$ cat src/rtl/rcd_pkg.sv
package rcd_pkg;

    localparam int ADDR_IN_W  = 16;
    localparam int ADDR_OUT_W = 14;
    localparam int BANK_W     = 3;
    localparam int BANK_PAR_W = 2;

    typedef struct packed {
        logic                  cs_n;
        logic                  cke;
        logic                  odt;
        logic [BANK_W-1:0]     ba;
        logic [ADDR_IN_W-1:0]  addr;
        logic                  ras_n;
        logic                  cas_n;
        logic                  we_n;
    } cmd_word_t;

    localparam cmd_word_t CMD_IDLE = '{
        cs_n:  1'b1,
        cke:   1'b0,
        odt:   1'b0,
        ba:    '0,
        addr:  '0,
        ras_n: 1'b1,
        cas_n: 1'b1,
        we_n:  1'b1
    };

    // XOR across every bit covered by the check, parity bit included.
    function automatic logic covered_xor(
        input logic [ADDR_IN_W-1:0]  a,
        input logic [BANK_PAR_W-1:0] b,
        input logic                  ras_n,
        input logic                  cas_n,
        input logic                  we_n,
        input logic                  par
    );
        return (^a) ^ (^b) ^ ras_n ^ cas_n ^ we_n ^ par;
    endfunction

endpackage

$ cat src/rtl/rcd_capture_stage.sv
module rcd_capture_stage
    import rcd_pkg::*;
(
    input  logic      clk,
    input  logic      rst,
    input  cmd_word_t cmd_d,
    input  logic      par_d,
    output cmd_word_t cmd_q,
    output logic      par_q
);

    always_ff @(posedge clk) begin
        if (rst) begin
            cmd_q <= CMD_IDLE;
            par_q <= 1'b0;
        end else begin
            cmd_q <= cmd_d;
            par_q <= par_d;
        end
    end

endmodule

$ cat src/rtl/rcd_parity_check.sv
module rcd_parity_check
    import rcd_pkg::*;
(
    input  logic                  clk,
    input  logic                  rst,
    input  logic                  cs_n_q,
    input  logic [ADDR_IN_W-1:0]  addr_q,
    input  logic [BANK_PAR_W-1:0] ba_q,
    input  logic                  ras_n_q,
    input  logic                  cas_n_q,
    input  logic                  we_n_q,
    input  logic                  par_q,
    output logic                  err_n
);

    logic mismatch;
    logic err_flag_q;

    always_comb begin
        mismatch = covered_xor(addr_q, ba_q, ras_n_q, cas_n_q, we_n_q, par_q);
    end

    always_ff @(posedge clk) begin
        if (rst) begin
            err_flag_q <= 1'b0;
        end else begin
            err_flag_q <= mismatch && !cs_n_q;
        end
    end

    assign err_n = !err_flag_q;

    // the flag is only pulled low for a command whose registered select was active
    assert_err_needs_select_R7: assert property (@(posedge clk) disable iff (rst)
        !err_n |-> $past(!cs_n_q));

endmodule

$ cat src/rtl/rcd_cmd_register.sv
module rcd_cmd_register
    import rcd_pkg::*;
(
    input  logic                  clk,
    input  logic                  rst,
    input  logic                  cs_n_i,
    input  logic                  cke_i,
    input  logic                  odt_i,
    input  logic [BANK_W-1:0]     ba_i,
    input  logic [ADDR_IN_W-1:0]  addr_i,
    input  logic                  ras_n_i,
    input  logic                  cas_n_i,
    input  logic                  we_n_i,
    input  logic                  par_i,
    output logic                  cs_n_o,
    output logic                  cke_o,
    output logic                  odt_o,
    output logic [BANK_W-1:0]     ba_o,
    output logic [ADDR_OUT_W-1:0] addr_o,
    output logic                  ras_n_o,
    output logic                  cas_n_o,
    output logic                  we_n_o,
    output logic                  err_out_n
);

    cmd_word_t cmd_in;
    cmd_word_t cmd_reg;
    logic      par_reg;

    always_comb begin
        cmd_in.cs_n  = cs_n_i;
        cmd_in.cke   = cke_i;
        cmd_in.odt   = odt_i;
        cmd_in.ba    = ba_i;
        cmd_in.addr  = addr_i;
        cmd_in.ras_n = ras_n_i;
        cmd_in.cas_n = cas_n_i;
        cmd_in.we_n  = we_n_i;
    end

    rcd_capture_stage u_capture (
        .clk   (clk),
        .rst   (rst),
        .cmd_d (cmd_in),
        .par_d (par_i),
        .cmd_q (cmd_reg),
        .par_q (par_reg)
    );

    rcd_parity_check u_check (
        .clk     (clk),
        .rst     (rst),
        .cs_n_q  (cmd_reg.cs_n),
        .addr_q  (cmd_reg.addr),
        .ba_q    (cmd_reg.ba[BANK_PAR_W-1:0]),
        .ras_n_q (cmd_reg.ras_n),
        .cas_n_q (cmd_reg.cas_n),
        .we_n_q  (cmd_reg.we_n),
        .par_q   (par_reg),
        .err_n   (err_out_n)
    );

    assign cs_n_o  = cmd_reg.cs_n;
    assign cke_o   = cmd_reg.cke;
    assign odt_o   = cmd_reg.odt;
    assign ba_o    = cmd_reg.ba;
    assign addr_o  = cmd_reg.addr[ADDR_OUT_W-1:0];
    assign ras_n_o = cmd_reg.ras_n;
    assign cas_n_o = cmd_reg.cas_n;
    assign we_n_o  = cmd_reg.we_n;

    // Checking support: reset seen on the previous edge, and failure seen at the inputs.
    logic rst_seen_q;
    logic bad_in;

    always_ff @(posedge clk) begin
        rst_seen_q <= rst;
    end

    always_comb begin
        bad_in = !cs_n_i &&
                 covered_xor(addr_i, ba_i[BANK_PAR_W-1:0], ras_n_i, cas_n_i, we_n_i, par_i);
    end

    // one edge with reset high leaves every output idle
    assert_reset_idle_R1: assert property (@(posedge clk)
        rst_seen_q |-> (!cke_o && cs_n_o && ras_n_o && cas_n_o && we_n_o &&
                        !odt_o && err_out_n));

    // every forwarded line follows its input one edge later
    assert_forward_R2: assert property (@(posedge clk) disable iff (rst)
        1'b1 |=> (cs_n_o == $past(cs_n_i) && cke_o == $past(cke_i) &&
                  odt_o == $past(odt_i) && ba_o == $past(ba_i) &&
                  addr_o == $past(addr_i[ADDR_OUT_W-1:0]) &&
                  ras_n_o == $past(ras_n_i) && cas_n_o == $past(cas_n_i) &&
                  we_n_o == $past(we_n_i)));

    // a selected failing command pulls the flag low two edges after it is driven
    assert_error_timing_R4: assert property (@(posedge clk) disable iff (rst)
        bad_in |=> ##1 !err_out_n);

    // a clean or deselected command leaves the flag released two edges later
    assert_error_release_R8: assert property (@(posedge clk) disable iff (rst)
        !bad_in |=> ##1 err_out_n);

endmodule

$ cat config.mk
export PLATFORM = sky130hd
export DESIGN_NAME = rcd_cmd_register
export DESIGN_NICKNAME = d
export VERILOG_FILES = /design/src/rtl/rcd_pkg.sv /design/src/rtl/rcd_capture_stage.sv /design/src/rtl/rcd_parity_check.sv /design/src/rtl/rcd_cmd_register.sv
export SDC_FILE = /design/constraint.sdc
export NUM_CORES = 1
export LEC_CHECK = 0
export CAP_MARGIN = 20
export CORE_AREA = 5 5 79 45
export CTS_CLUSTER_SIZE = 25
export DETAILED_ROUTE_END_ITERATION = 12
export DIE_AREA = 0 0 84 50
export DONT_BUFFER_PORTS = 1
export PLACE_DENSITY_LB_ADDON = 0.1
export SKIP_LAST_GASP = 1
export SLEW_MARGIN = 20
export SYNTH_ARGS = -nofsm -noshare
export SYNTH_HDL_FRONTEND = slang
export SYNTH_HIERARCHICAL = 1
export SYNTH_SLANG_ARGS = --single-unit
$ cat constraint.sdc
create_clock -name clk -period 1.3 [get_ports clk]
set_input_delay 0.195 -clock clk [delete_from_list [all_inputs] [get_ports clk]]
set_output_delay 0.195 -clock clk [all_outputs]
set_load 0.02 [all_outputs]
Word level (Yosys, flattened, before mapping). Index checks and enable logic that the tools add are counted.

Bitwise logic cells: 5. Reductions and logical operators: 5.

Operator list (number): parity 16 bit (1); bitwise XOR 1 bit (5); zero test 1 bit (2); parity 2 bit (1); logical AND 1 bit (1).

Register bits after elaboration: 27. Bits of input ports: 28. Output and inout port bits: 24.

Longest topological paths before layout. Gate-level depths: netlist of run 1.

Depth in word-level cells: 7. Mapped depth: 5.

Hierarchy. Netlist of run 1, hierarchy kept.

Modules (own cells, without submodules): rcd_capture_stage (instances 1, cells each 54, area each 705.7 um2, sequential area each 520.5 um2); rcd_parity_check (instances 1, cells each 23, area each 222.7 um2, sequential area each 20.0 um2).

Worst setup path after synthesis of run 1. Ideal clock, no wire load.

Path kind: reg2reg. Start point: register u_capture/cmd_q[0] in the netlist's numbering. End point: register u_check.err_flag_q. Data arrival time: 1.363 ns. Path slack: -0.136 ns. Cell stages (with the launch flop): 6. Buffers on the path: 0. Period minus slack after synthesis: 1.436 ns. Cells stage by stage: dfxtp_1 xnor2_1 xnor2_1 xnor2_1 xnor3_1 nor3_2.

Longest elaborated chain between the ends: 3.

Ends and longest elaborated chain: from (decl) (RTL line rcd_capture_stage.sv:8) `output cmd_word_t cmd_q,`; from (signal assigned) (RTL line rcd_capture_stage.sv:17) `cmd_q <= cmd_d;`; bitwise XOR 1 bit (2 in series) (RTL line rcd_pkg.sv:39) `return (^a) ^ (^b) ^ ras_n ^ cas_n ^ we_n ^ par;`; logical AND 1 bit (RTL line rcd_parity_check.sv:27) `err_flag_q <= mismatch && !cs_n_q;`; to (signal assigned) (RTL line rcd_parity_check.sv:27); to (decl) (RTL line rcd_parity_check.sv:17) `logic err_flag_q;`.

Every way passes these cells. A chain may end at the register's enable or synchronous reset.

Final worst setup path of run 1.
Start point: register u_capture/cmd_q[4] in the netlist's numbering. End point: register u_check.err_flag_q.

Longest elaborated chain between the ends: 7.

Ends and longest elaborated chain (RTL line): parity 16 bit (rcd_pkg.sv:39); bitwise XOR 1 bit (5 in series) (rcd_pkg.sv:39); logical AND 1 bit (rcd_parity_check.sv:27).

Every way passes these cells.

==> results of run 1 <==
[logic make-up (layout without fill, tap and decap cells)]
| kind of cell | after synthesis | after routing | share of synthesized area [%] |
|---|---|---|---|
| XOR/XNOR | 20 | 20 | 20.35 |
| buffers and inverters | 3 | 43 | 2.426 |
| flip-flops | 27 | 27 | 58.22 |
| AND/OR/NAND/NOR | 27 | 27 | 19.00 |
[worst min path at each step]
stage,from,end,slack [ns]
after floorplan,rst,u_check/err_flag_q,0.27
after global placement,rst,u_capture/cmd_q[20],0.26
after detailed placement,rst,u_capture/cmd_q[20],0.26
after CTS,we_n_i,u_capture/cmd_q[0],0.02
after global routing,cs_n_i,u_capture/cmd_q[24],0.009
final,we_n_i,u_capture/cmd_q[0],0.02
[cell usage in the layout, fill, tap and decap left out, drive strengths merged]
master and count:
inv 1, xor2 1, clkinv 1, nor3 1
or2 4, and2b 3, nor2b 19, dfxtp 27
dlygate4sd3 19, xnor3 1, buf 19, xnor2 18
clkbuf 3
[registers in the layout, indices dropped and copies added, names as in the netlist]
name / flops
u_check/err_flag_q: 1
u_capture/cmd_q: 25
u_capture/par_q: 1
[worst max-delay path, stage by stage (launching register included)]
cell     delay, ns
dfxtp_2       0.33
xnor2_1       0.23
xnor2_1       0.16
xnor2_1       0.17
xnor3_1       0.35
nor3_2        0.09
[metal layers]
layer  track usage (%)  routed length, um
met1             10.03                797
met2             15.70                941
met3             5.491                155
met4             2.406                  0
met5                 0                  0
[stage by stage]
step / cell area, um2 / setup TNS (ns) / instances / worst slack, ns
global route: 1390 / -0.2124 / 157 / -0.2124
global placement: 1144 / -0.09446 / 134 / -0.09446
detailed placement: 1144 / -0.1406 / 134 / -0.1406
finish: 1390 / -0.1045 / 157 / -0.1045
floorplan: 969.7 / -0.05388 / 77 / -0.05388
CTS: 1390 / -0.1356 / 157 / -0.1356
[layout make-up]
class                   count  area, um2  area share, %
clock inverters             1      5.005         0.3600
well taps                  40      50.05          3.600
clock buffers               3      41.29          2.970
multi-input cells          47      387.9          27.90
inverters                   1      3.754         0.2700
flip-flops and latches     27      569.3          40.95
repair buffers             38      332.8          23.94
[report_power, final]
part	internal [W]	total, W	leakage (nW)	switching [W]
sequential	0.000875	0.000914	0.229	0.0000382
combinational	0.000218	0.000358	0.339	0.000140
clock	0.000214	0.000454	0.0255	0.000240
total	0.00131	0.00173	0.593	0.000418
[repair_timing]
item                                    CTS  global route
setup buffers                             0             0
pin swaps                                 6             0
endpoints found under the setup margin    1             1
hold buffers                             19             0
gates resized for setup                   3             0
hold endpoints to repair                 20             0
==> results.json, run 1 <==
{
  "regToRegEndpoint": "u_check/err_flag_q",
  "yosys.cell_count.top_type": "dfxtp_1",
  "n_antenna_cell": 0,
  "grt_pass1_wl_um": 2960,
  "post-route-worst-setup-slack_ns": -0.1045,
  "die_y_um": 50,
  "clk-insertion-delay-late_ns": 0.26,
  "hold_ws_ns": 0.02188,
  "final_layout_size_suffix_gt1_share_pct": 35.90,
  "initialDrtViolationCount": 1,
  "violations_in_the_final_reports": "negative setup slack",
  "power_density_nw_per_um2": 1241,
  "post_synth_most_frequent_cells": "27 x dfxtp_1, 19 x nor2b_1, 18 x xnor2_1, 4 x or2_1, 3 x and2b_1",
  "min_delay_path_depth": 1,
  "synth_top_cells_by_area": "dfxtp_1 58%, xnor2_1 17%, nor2b_1 13%",
  "cts_buffers": 3,
  "io_pins": 52,
  "via_count_of_the_first_global_routing_pass": 663,
  "viasPerCell": 4.045,
  "nFillCells": 263,
  "rr_worst_depth": 5,
  "setup_failing_eps_final": 1,
  "total_leakage_power_nw": 0.5929,
  "rrSetupSlack_ns": -0.10,
  "final_hold_viol_count": 0,
  "postRouteWirelength_um": 1895,
  "synth-edff-count": 0,
  "cts_buffer_depth": 2,
  "synth_sequential_area_ratio_pct": 58.22,
  "core_area_um2": 2803,
  "synth_top_area_share_pct": 58.22,
  "drv_cap": 0,
  "netlist_area_um2": 928.4,
  "rows": 14,
  "syn_nets": 105,
  "die_w_um": 84,
  "drc_errors": 0,
  "start_util_pct": 33.12,
  "wire_per_inst_um": 12.07,
  "synth-async-reset-ratio_pct": 0,
  "numClockSinks": 27,
  "vdd_ir_drop_max_mv": 0.6551,
  "ys_dominant_reg_cell": "dfxtp_1",
  "post-route-period-util_pct": 108.0,
  "placement.io_buffers": 0,
  "finalWeightedCongestion": 0.6292,
  "num_vias": 635,
  "cts.clk_slew.worst_paths_ns": 0.09,
  "status": "finished, violations left",
  "cts_htree_levels": 1,
  "timing.critical_path.required_ns": 1.50,
  "post-synth-top-area-cell": "dfxtp_1",
  "timing.max_slew.rel_slack_pct": 83.22,
  "critical_path.endpoint_type": "flip-flop",
  "crit_end": "u_check/err_flag_q",
  "rsz0062_at_grt": "true",
  "ant_nets": 0,
  "detailedRoute.firstPassIterationCount": 2,
  "final_slew_violations": 0,
  "initial_antenna_violation_count": 0,
  "num-nets-final": 146,
  "timing.fmax_ghz": 0.7120,
  "worst-slew-pin-transition_ns": 0.2514,
  "flow.area_growth_from_synthesis_pct": 49.73,
  "fraction_of_the_core_area_covered_by_cells_at_the_end_of_the_flow_pct": 49.60,
  "critical_path.reg2reg.startpoint": "u_capture/cmd_q[4]",
  "post_synth.cell_area_avg_um2": 12.06,
  "grt_start_max_net_pins": 27,
  "worstHoldPathType": "input pin to flip-flop",
  "ctsRootBufferMaster": "clkbuf_8",
  "critPathKind": "flip-flop to flip-flop",
  "worstPathArrival_ns": 1.61,
  "setup.worst_path.start": "u_capture/cmd_q[4]",
  "yosys_register_bits": 27,
  "yosysWarnings": 6,
  "fp.dieArea_um2": 4200,
  "timing.critical_path.fanout_max": 2,
  "cp-start-kind": "flip-flop",
  "finClkSkew_ns": 0.001742,
  "post_synthesis_cells": 77,
  "synthDistinctLibCells": 11,
  "global_router_s_overall_resource_usage_pct": 9.301,
  "min_clock_period_post_route_ns": 1.405,
  "grt.overflow.total": 0,
  "p_total_w": 0.001726,
  "cts_tree": "done"
}
Power figures use the tool's default switching activity.
==> run 2, diff against run 1 <==
--- a/config.mk
+++ b/config.mk
@@ -6,10 +6,10 @@
 export NUM_CORES = 1
 export LEC_CHECK = 0
 export CAP_MARGIN = 20
-export CORE_AREA = 5 5 79 45
+export CORE_AREA = 5 5 58 60
 export CTS_CLUSTER_SIZE = 25
 export DETAILED_ROUTE_END_ITERATION = 12
-export DIE_AREA = 0 0 84 50
+export DIE_AREA = 0 0 63 65
 export DONT_BUFFER_PORTS = 1
 export PLACE_DENSITY_LB_ADDON = 0.1
 export SKIP_LAST_GASP = 1
==> constraint.sdc (replaced) <==
create_clock -name clk -period 1.2 [get_ports clk]
set_input_delay 0.18 -clock clk [delete_from_list [all_inputs] [get_ports clk]]
set_output_delay 0.18 -clock clk [all_outputs]
set_load 0.02 [all_outputs]
==> run 2 against run 1 <==
Critical endpoint unchanged. Worst hold slack worse by 0.10 ns. Sequential cell count stayed put. Routed wire length fell by 5.8%. The flow finishes with violations (negative hold slack, negative setup slack).
==> results.json, run 2 (same netlist as run 1, synthesis figures left out) <==
{
  "postRouteWirelength_um": 1785,
  "viasPerCell": 4.146,
  "cts_buffers": 3,
  "worstHoldPathType": "input pin to flip-flop",
  "grt_start_max_net_pins": 28,
  "placement.io_buffers": 0,
  "status": "finished, violations left",
  "layout_commonest_cell": "dlygate4sd3_1",
  "most-common-layout-cells": "26 x dlygate4sd3_1, 19 x buf_4, 19 x nor2b_1",
  "post-route-period-util_pct": 119.4,
  "final_slew_violations": 0,
  "timing.fmax_ghz": 0.6978,
  "cts_buffer_depth": 2,
  "rrSetupSlack_ns": -0.23,
  "power_density_nw_per_um2": 1231,
  "cts_htree_levels": 1,
  "power_frac_seq_pct": 56.0,
  "violations_in_the_final_reports": "negative hold slack, negative setup slack",
  "timing.max_slew.rel_slack_pct": 82.66,
  "critical_path.endpoint_type": "flip-flop",
  "wire_per_inst_um": 11.37,
  "largest_register_ffs": 25,
  "maxUsedRoutingLayer": "met4",
  "via_count_of_the_first_global_routing_pass": 694,
  "final_hold_viol_count": 5,
  "total_leakage_power_nw": 0.6172,
  "start_util_pct": 32.26,
  "critPathKind": "flip-flop to flip-flop",
  "finClkSkew_ns": 0.003368,
  "io_pins": 52,
  "worstPathArrival_ns": 1.68,
  "power.clock.fraction_pct": 21.0,
  "net-switching-power_w": 0.0004349,
  "hold_ws_ns": -0.08001,
  "flow.area_growth_from_synthesis_pct": 55.12,
  "cp-start-kind": "flip-flop",
  "n_antenna_cell": 0,
  "p_sw_share_pct": 24.54,
  "num_vias": 651,
  "setup.worst_path.start": "u_capture/cmd_q[6]",
  "wirelength_met1_um": 714,
  "rows": 20,
  "clk-insertion-delay-late_ns": 0.31,
  "top_regs": "u_capture/cmd_q x25, u_capture/par_q x1, u_check/err_flag_q x1",
  "met2WireLength_um": 911,
  "final_layout_size_suffix_gt1_share_pct": 34.68,
  "ctsRootBufferMaster": "clkbuf_4",
  "die_w_um": 63,
  "worst-slew-pin-transition_ns": 0.2598,
  "post-route-worst-setup-slack_ns": -0.2330,
  "finalWeightedCongestion": 0.5839,
  "initial_antenna_violation_count": 0,
  "fp.dieArea_um2": 4095,
  "setup_failing_eps_final": 1,
  "cts_hold_repair.buffers": 26,
  "grt_pass1_wl_um": 3098,
  "timing.critical_path.required_ns": 1.45,
  "numClockSinks": 27,
  "min_clock_period_post_route_ns": 1.433,
  "drv_cap": 0,
  "timing.critical_path.fanout_max": 2,
  "wl_met3_um": 141,
  "cell_int_power_w": 0.001337,
  "num-nets-final": 153,
  "initialDrtViolationCount": 12,
  "ant_nets": 0,
  "rr_worst_depth": 5,
  "critical_path.reg2reg.startpoint": "u_capture/cmd_q[6]",
  "vdd_ir_drop_max_mv": 0.7489,
  "cts.clk_slew.worst_paths_ns": 0.13,
  "core_area_um2": 2878,
  "global_router_s_overall_resource_usage_pct": 9.690,
  "p_total_w": 0.001772,
  "detailedRoute.firstPassIterationCount": 2,
  "grt.overflow.total": 0,
  "timing.setup.tns_ns": -0.2330,
  "rsz0062_at_grt": "true",
  "share_of_power_burned_in_combinational_logic_pct": 23.1,
  "regToRegEndpoint": "u_check/err_flag_q",
  "cts_tree": "done",
  "most_flop_heavy_register": "u_capture/cmd_q",
  "crit_end": "u_check/err_flag_q",
  "post-cts-setup-buffers": 0,
  "die_y_um": 65,
  "min_from": "rst",
  "drc_errors": 0
}
run 2: critical path, cell delays in order (launching register included):
cell     delay, ns
dfxtp_4       0.37
xnor2_1       0.13
xnor2_1       0.20
xnor2_1       0.16
xnor3_1       0.43
nor3_2        0.10
run 2: per-layer routing:
metal / global-route usage (%) / vias to the layer above
met1: 11.08 / 297
met2: 15.90 / 27
met5: 0 / -
li1: - / 325
met3: 3.466 / 2
met4: 4.775 / 0
run 2: layout make-up:
cell class,count,area (um2)
fillers,269,1438
flip-flops and latches,27,570.5
repair buffers,45,402.9
multi-input cells,47,395.4
well taps,33,41.29
clock buffers,4,26.28
inverters,1,3.754
run 2: what timing repair did:
action,in CTS,in global routing
resized for setup,5,0
setup endpoints to repair,1,1
hold endpoints to repair,27,5
pin swaps,8,4
run 2: how the worst min path moves through the flow:
stage / to / slack [ns] / cells after the start
2_1_floorplan: u_check/err_flag_q / 0.25 / 1
3_3_place_gp: u_capture/cmd_q[20] / 0.25 / 1
3_5_place_dp: u_capture/cmd_q[6] / 0.25 / 1
4_1_cts: u_check/err_flag_q / -0.1 / 1
5_1_grt: u_check/err_flag_q / -0.12 / 1
6_report: u_check/err_flag_q / -0.08 / 1
run 2: per-stage QoR:
stage / cells / utilization (%) / hold slack [ns] / cell area, um2 / worst slack [ns]
after floorplan: 77 / - / 0.2509 / 969.7 / -0.1539
after global routing: 157 / 50.04 / -0.1211 / 1440 / -0.3149
final: 157 / 50.04 / -0.08001 / 1440 / -0.2330
after CTS: 157 / 50.04 / -0.09905 / 1440 / -0.2384
after global placement: 127 / 39.43 / 0.2455 / 1135 / -0.2007
after detailed placement: 127 / 39.43 / 0.2478 / 1135 / -0.2094
run 2: power by group through the flow:
stage / clock network, W / logic [W] / registers, W
after floorplan: 0 / 0.000236 / 0.00105
after global placement: 0 / 0.000341 / 0.00101
after detailed placement: 0 / 0.000345 / 0.00101
after CTS: 0.000405 / 0.000410 / 0.000994
after global routing: 0.000454 / 0.000438 / 0.00100
final: 0.000372 / 0.000409 / 0.000992
==> run 3, diff against run 2 <==
--- a/config.mk
+++ b/config.mk
@@ -6,15 +6,14 @@
 export NUM_CORES = 1
 export LEC_CHECK = 0
 export CAP_MARGIN = 20
-export CORE_AREA = 5 5 58 60
+export CORE_AREA = 5 5 61 63
 export CTS_CLUSTER_SIZE = 25
 export DETAILED_ROUTE_END_ITERATION = 12
-export DIE_AREA = 0 0 63 65
+export DIE_AREA = 0 0 66 68
 export DONT_BUFFER_PORTS = 1
 export PLACE_DENSITY_LB_ADDON = 0.1
 export SKIP_LAST_GASP = 1
 export SLEW_MARGIN = 20
 export SYNTH_ARGS = -nofsm -noshare
 export SYNTH_HDL_FRONTEND = slang
-export SYNTH_HIERARCHICAL = 1
 export SYNTH_SLANG_ARGS = --single-unit
==> run 3 against run 2 <==
Clock skew hardly changed. Design area hardly changed. Die area is 9.6% higher. Sequential cell count stayed put. Worst setup slack better by 0.033 ns. First-iteration DRC count is 75% lower. The run still ends with negative hold slack, negative setup slack left.
==> results.json, run 3 <==
{
  "yosys.cell_count.top_type": "dfxtp_1",
  "final_slew_violations": 0,
  "numClockSinks": 27,
  "yosys_register_bits": 27,
  "synth-xor-area-share_pct": 18.15,
  "netlist_area_um2": 1041,
  "core_area_um2": 3179,
  "ant_nets": 0,
  "worstHoldPathType": "input pin to flip-flop",
  "initialDrtViolationCount": 3,
  "status": "finished, violations left",
  "placement.setup.worst_slack_ns": -0.1986,
  "crit_buf_inv": 0,
  "cts.clk_slew.worst_paths_ns": 0.13,
  "finClkSkew_ns": 0.003510,
  "post_synthesis_cells": 94,
  "post-route-worst-setup-slack_ns": -0.2002,
  "worstPathArrival_ns": 1.66,
  "synth_compound_gate_area_share_pct": 0,
  "num-nets-final": 157,
  "detailedRoute.firstPassIterationCount": 2,
  "yosysWarnings": 0,
  "grt_start_max_net_pins": 28,
  "violations_in_the_final_reports": "negative hold slack, negative setup slack",
  "top_regs": "u_capture.cmd_q x25, u_capture.par_q x1, u_check.err_flag_q x1",
  "synthAdderAreaFrac_pct": 0,
  "drc_errors": 0,
  "fp.dieArea_um2": 4488,
  "fraction_of_the_core_area_covered_by_cells_at_the_end_of_the_flow_pct": 45.26,
  "timing.fmax_ghz": 0.7142,
  "cts_hold_repair.buffers": 26,
  "cts_buffers": 3,
  "cts_tree": "done",
  "timing.max_slew.rel_slack_pct": 81.86,
  "critical-path-top-cell-by-count": "xnor2_1",
  "wire_per_inst_um": 10.30,
  "die_w_um": 66,
  "synth_top_area_share_pct": 51.92,
  "critical-path-slowest-cell": "xnor3_1",
  "timing.critical_path.fanout_max": 2,
  "via_count_of_the_first_global_routing_pass": 701,
  "vdd_ir_drop_max_mv": 0.5669,
  "synth_sequential_area_ratio_pct": 51.92,
  "placement.io_buffers": 0,
  "viasPerCell": 3.747,
  "cts_htree_levels": 1,
  "final_hold_viol_count": 5,
  "critPathKind": "flip-flop to flip-flop",
  "postRouteWirelength_um": 1792,
  "grt.overflow.total": 0,
  "timing.setup.tns_ns": -0.2002,
  "rsz0062_at_grt": "true",
  "layout_commonest_cell": "dlygate4sd3_1",
  "io_pins": 52,
  "post-route-period-util_pct": 116.7,
  "fraction_of_synthesized_area_in_multiplexers_pct": 0,
  "synth-async-reset-ratio_pct": 0,
  "n_antenna_cell": 0,
  "clk-insertion-delay-late_ns": 0.31,
  "min_clock_period_post_route_ns": 1.400,
  "global_router_s_overall_resource_usage_pct": 8.807,
  "power_density_nw_per_um2": 1224,
  "cts_buffer_depth": 2,
  "hold_ws_ns": -0.08265,
  "timing.critical_path.required_ns": 1.45,
  "final_layout_size_suffix_gt1_share_pct": 27.34,
  "ctsResizeCount": 0,
  "drv_cap": 0,
  "worst-slew-pin-transition_ns": 0.2717,
  "largest_register_ffs": 25,
  "ys_dominant_reg_cell": "dfxtp_1",
  "finalWeightedCongestion": 0.5866,
  "total_leakage_power_nw": 0.6164,
  "worstPathCellList": "xnor2_1, xnor2_1, xnor2_1, xnor3_1, nor3_2",
  "timing.critical_path.max_delay_family": "XOR/XNOR gates",
  "post_synth_most_frequent_cells": "27 x dfxtp_1, 22 x nor2b_1, 18 x xnor2_1, 17 x buf_4, 4 x or2_2",
  "post-synth-top-area-cell": "dfxtp_1",
  "initial_antenna_violation_count": 0,
  "worst_path_largest_cell_delay_ns": 0.42,
  "start_util_pct": 32.74,
  "flow.area_growth_from_synthesis_pct": 38.22,
  "most_flop_heavy_register": "u_capture.cmd_q",
  "post-cts-setup-buffers": 0,
  "cp-start-kind": "flip-flop",
  "synth_top_cells_by_area": "dfxtp_1 52%, xnor2_1 15%, nor2b_1 13%",
  "setup_failing_eps_final": 1,
  "ctsRootBufferMaster": "clkbuf_4",
  "synthDistinctLibCells": 10,
  "synth-simple-area-share_pct": 16.59,
  "num_vias": 652,
  "syn_nets": 122,
  "most-common-layout-cells": "26 x dlygate4sd3_1, 24 x dfxtp_1, 23 x buf_4",
  "post_synth.cell_area_avg_um2": 11.07,
  "critical_path.endpoint_type": "flip-flop",
  "grt_pass1_wl_um": 2939,
  "synth-edff-count": 0,
  "die_y_um": 68,
  "rows": 21,
  "main_combinational_cell_family_by_area_after_synthesis": "XOR/XNOR gates"
}
[run 3: final timing paths]
path / startpoint / end / slack [ns] / cells past startpoint
worst max-delay path: u_capture.cmd_q[15] / u_check.err_flag_q / -0.20 / 5
worst min-delay path: rst / u_check.err_flag_q / -0.08 / 1
worst max register to register: u_capture.cmd_q[15] / u_check.err_flag_q / -0.20 / 5
worst min register to register: u_capture.cmd_q[24] / u_check.err_flag_q / 0.60 / 1
[run 3: area by class of cell]
type | instances | area, um2
clock buffers | 4 | 26.28
fillers | 327 | 1740
inverters | 1 | 3.754
multi-input cells | 47 | 369.1
flip-flops and latches | 27 | 549.3
well taps | 46 | 57.56
repair buffers | 49 | 432.9
[run 3: cell families after synthesis]
family        count (synthesis)
simple gates                 27
flops                        27
xor+xnor                     20
buf+inv                      20
[run 3: per-layer routing]
layer / track usage [%] / vias to the layer above / wire [um]
li1: - / 334 / -
met1: 8.982 / 288 / 674
met2: 14.77 / 28 / 876
met3: 4.598 / 2 / 222
met4: 4.569 / 0 / 18
met5: 0 / - / 0
[run 3: stage by stage]
| step | instances | total power, W | instance area [um2] |
|---|---|---|---|
| 5_1_grt | 174 | 0.001871 | 1439 |
| 4_1_cts | 174 | 0.001807 | 1439 |
| 3_3_place_gp | 144 | 0.001352 | 1152 |
| 6_report | 174 | 0.001762 | 1439 |
| 3_5_place_dp | 144 | 0.001353 | 1152 |
| 2_1_floorplan | 94 | 0.001314 | 1057 |
[run 3: what timing repair did]
action                                  4_1_cts  5_1_grt
pin swaps                                     0        0
hold endpoints to repair                     27        5
endpoints found under the setup margin        1        1
[run 3: report_power, final]
group / switching (W) / leakage [nW] / internal (W) / total [W]
Clock: 0.000245 / 0.0150 / 0.000130 / 0.000374
Combinational: 0.000146 / 0.377 / 0.000254 / 0.000400
Sequential: 0.0000395 / 0.225 / 0.000948 / 0.000987
Total: 0.000430 / 0.616 / 0.00133 / 0.00176
